===== config.mk =====
export PLATFORM = sky130hd
export DESIGN_NAME = alu_funnel
export DESIGN_NICKNAME = d
export VERILOG_FILES = /design/src/rtl/alu_funnel.sv
export SDC_FILE = /design/constraint.sdc
export NUM_CORES = 1
export LEC_CHECK = 0
export ABC_AREA = 1
export CAP_MARGIN = 20
export CORE_MARGIN = 4
export CORE_UTILIZATION = 45
export DETAILED_ROUTE_END_ITERATION = 7
export PLACE_DENSITY = 0.68
export SLEW_MARGIN = 20
export SYNTH_ARGS = -nofsm -noshare
export SYNTH_HDL_FRONTEND = slang
export SYNTH_SLANG_ARGS = --single-unit

===== constraint.sdc =====
create_clock -name vclk -period 8.35
set_clock_uncertainty 0.15 [all_clocks]
set_input_delay 1.2525 -clock vclk [all_inputs]
set_output_delay 1.2525 -clock vclk [all_outputs]
set_load 0.005 [all_outputs]

===== src/rtl/alu_funnel.sv =====
module alu_funnel #(
  parameter int W = 32
) (
  input  logic [W-1:0]         op_a,
  input  logic [W-1:0]         op_b,
  input  logic [$clog2(W)-1:0] shamt,
  input  logic [1:0]           unit_sel,
  input  logic [1:0]           logic_op,
  input  logic                 arith_sub,
  input  logic [1:0]           shift_op,
  output logic [W-1:0]         result,
  output logic                 zero,
  output logic                 ovf
);
  localparam int SW = $clog2(W);
  localparam int EW = 2 * W - 1;

  // adder / subtractor
  logic [W-1:0] b_eff, sum;
  assign b_eff = op_b ^ {W{arith_sub}};
  assign sum   = op_a + b_eff + {{(W-1){1'b0}}, arith_sub};
  assign ovf   = (op_a[W-1] == b_eff[W-1]) && (sum[W-1] != op_a[W-1]);

  logic [W-1:0] slt_val;
  assign slt_val = {{(W-1){1'b0}}, sum[W-1] ^ ovf};

  // logic unit
  logic [W-1:0] logic_val;
  always_comb begin
    case (logic_op)
      2'b00:   logic_val = op_a & op_b;
      2'b01:   logic_val = op_a | op_b;
      2'b10:   logic_val = ~(op_a | op_b);
      default: logic_val = op_a ^ op_b;
    endcase
  end

  // funnel shifter: widen, then right-shift only
  logic [EW-1:0] ext;
  always_comb begin
    case (shift_op)
      2'b00:   ext = {op_a, {(W-1){1'b0}}};
      2'b01:   ext = {{(W-1){1'b0}}, op_a};
      2'b10:   ext = {{(W-1){op_a[W-1]}}, op_a};
      default: ext = {op_a[W-2:0], op_a};
    endcase
  end

  logic [SW-1:0] amt;
  assign amt = (shift_op == 2'b00) ? ~shamt : shamt;

  logic [EW-1:0] stage [SW+1];
  assign stage[SW] = ext;
  for (genvar k = SW - 1; k >= 0; k--) begin : g_stage
    assign stage[k] = amt[k] ? (stage[k+1] >> (1 << k)) : stage[k+1];
  end

  logic [W-1:0] shift_val;
  assign shift_val = stage[0][W-1:0];

  always_comb begin
    case (unit_sel)
      2'b00:   result = shift_val;
      2'b01:   result = slt_val;
      2'b10:   result = sum;
      default: result = logic_val;
    endcase
  end

  assign zero = (result == '0);
endmodule


==> flow_summary.ini <==
[floorplan]
core_area_mm2 = 0.01600
dieArea_mm2 = 0.01861
row_count = 46
die_h_um = 136.4
io-pin-count = 110
die_w_um = 136.4
start_util_pct = 46.38

[final_layout]
fillCellCount = 1796
fin_cells = 1705
syn2layout_area_growth_pct = 15.70
layout-drive-gt1-share_pct = 2.552
seq_cells = 0
register_area_um2 = 0
final_cell_mix = nand2_1 (457), nand3_1 (363), inv_1 (120)
multiInputGateArea_mm2 = 0.006639
final_common_cell = nand2_1
fin_util_pct = 53.66
clock_buffers = 0
final_nets = 1663
postLayoutCellArea_mm2 = 0.008586
diodes = 0

[placement]
placedCellCount = 1704
placement.io_buffers = 110
dpl_cell_area_mm2 = 0.008553
gp_congestion = 1.096
post-dp-hpwl_mm = 28.40

[global_routing]
grt.total_usage_pct = 35.92
grt_pass1_vias = 9109
antenna_found_initial = 0
grt_max_degree = 44
overflow = 0
grt_pass1_wl_mm = 51.96

[synthesis]
synth_cell_types = 38
synthAdderAreaFrac_pct = 16.29
syn-num-nets = 1610
synth_top_area_share_pct = 24.48
yosysSeqAreaShare_pct = 0
synth-xor-area-share_pct = 4.333
syn_avg_cell_area_um2 = 5.161
synth_area_leader_cell = nand3_1
synth_area_leaders = nand3_1 (24%), nand2_1 (23%), ha_1 (16%)
synth_area_mm2 = 0.007421
synthMuxAreaShare_pct = 0.1517
synth_top_family_by_area = simple AND/OR/NAND/NOR gates
yosysWarnings = 0
synth_compound_area_share_pct = 13.45
synthSimpleGateAreaFrac_pct = 54.95
synth_cells = 1438

[power_and_ir_drop]
ir_drop_uv = 42.03
powerDensity_mw_per_mm2 = 90.93
power.leakage_nw = 4.234

[worst_setup_path]
crit_path_max_fanout = 43
crit_path_start_kind = input pin
crit_required_ns = 6.95
cp_data_arrival_time_ns = 5.35
cpLargestDelayFamily = buffers and inverters
cp_cell_sequence = clkdlybuf4s50_1 > nor2_4 > buf_4 > xnor2_2 > buf_4 > inv_2 > nand3_1 > nand3_1 > nand3_1 > nand3_1 > nand3_1 > nor2_1 > nand2_1 > nor2_1 > nand2_1 > nor2_1 > clkdlybuf4s50_1
path_buf_inv = 5
crit_top_cell = nand3_1
critical_path.endpoint_type = output pin
slowest_delay_ns = 0.54
critical_path_class = input pin to output pin
slowest_stage = clkdlybuf4s50_1

[timing]
period_needed_ns = 6.748
setup_violations = 0
fmax_ghz = 0.1482
finalHoldViolations = 0
slew_viol_final = 0
final.period_utilization_pct = 80.82
hold_ws_ns = 3.691
tns_ns = 0
tightest_slew_ns = 1.131
rsz0062_at_grt = false
slew_headroom_pct = 24.13

[detailed_routing]
vias = 10300
drtAntennaViolNets = 0
dr.pass1.iters = 6
vias_per_cell = 6.042
drtIter0Drc = 1111
wl_per_cell_um = 20.30
drc = 0
drt_wl_total_mm = 34.61

[clocking]
ctsHoldBuffers = 0
cts.repair.resized = 0
cts_setup_buffers = 0

[hold_path]
min_path_type = input pin to output pin

[status]
status = finished clean

[run]
cap_violations = 0
[cells in the mapped netlist, drive strengths merged]
| master | number |
|---|---|
| nor4 | 1 |
| nor2 | 92 |
| nor3 | 7 |
| mux2 | 1 |
| o21ai | 62 |
| o22ai | 3 |
| a21oi | 48 |
| a21o | 3 |
| a211o | 1 |
| nand2b | 1 |
| nand3 | 363 |
| clkbuf | 39 |
| or2 | 7 |
| o21a | 3 |
| a31oi | 1 |
| nand3b | 3 |
| a211oi | 1 |
| nand4 | 6 |
| ha | 95 |
| fa | 1 |
| a21boi | 2 |
| o211ai | 5 |
| xnor2 | 6 |
| buf | 30 |
| o221ai | 31 |
| xor2 | 29 |
| o21bai | 5 |
| nand2 | 462 |
| inv | 130 |
[layer usage]
layer	up-vias	share of wire (%)	GRT usage [%]
li1	4936	-	-
met1	4721	42	49.74
met2	563	42	55.09
met3	82	11	6.625
met4	0	4.8	13.66
met5	-	0	0
[path summary, 6_finish.rpt]
| path | from | end | slack (ns) | cells past startpoint |
|---|---|---|---|---|
| worst max-delay path | shift_op[0] | zero | 1.60 | 17 |
| worst min-delay path | logic_op[1] | result[1] | 3.69 | 5 |
[where the power goes]
group	total, mW	switching, mW	internal (mW)	leakage, nW
sequential	0	0	0	0
combinational	0.781	0.500	0.281	4.23
clock	0	0	0	0
[through the flow]
step	setup WS [ns]	power (mW)
3_5_place_dp	1.675	0.7563
2_1_floorplan	3.007	0.4870
5_1_grt	1.250	0.8543
3_3_place_gp	1.728	0.7550
4_1_cts	1.667	0.7595
6_report	1.602	0.7807
[cells by family after synthesis]
kind of cell	count (synthesis)
multiplexers	1
buffers and inverters	199
AO/OA/AOI/OAI	165
XOR/XNOR	35
adder cells (fa/ha/maj)	96
AND/OR/NAND/NOR	942
[cell type report]
cell class	count	share of cell area [%]
inverters	130	5.683
multi-input cells	1239	77.32
well taps	216	3.148
repair buffers	120	13.84
Power figures use the tool's default switching activity.
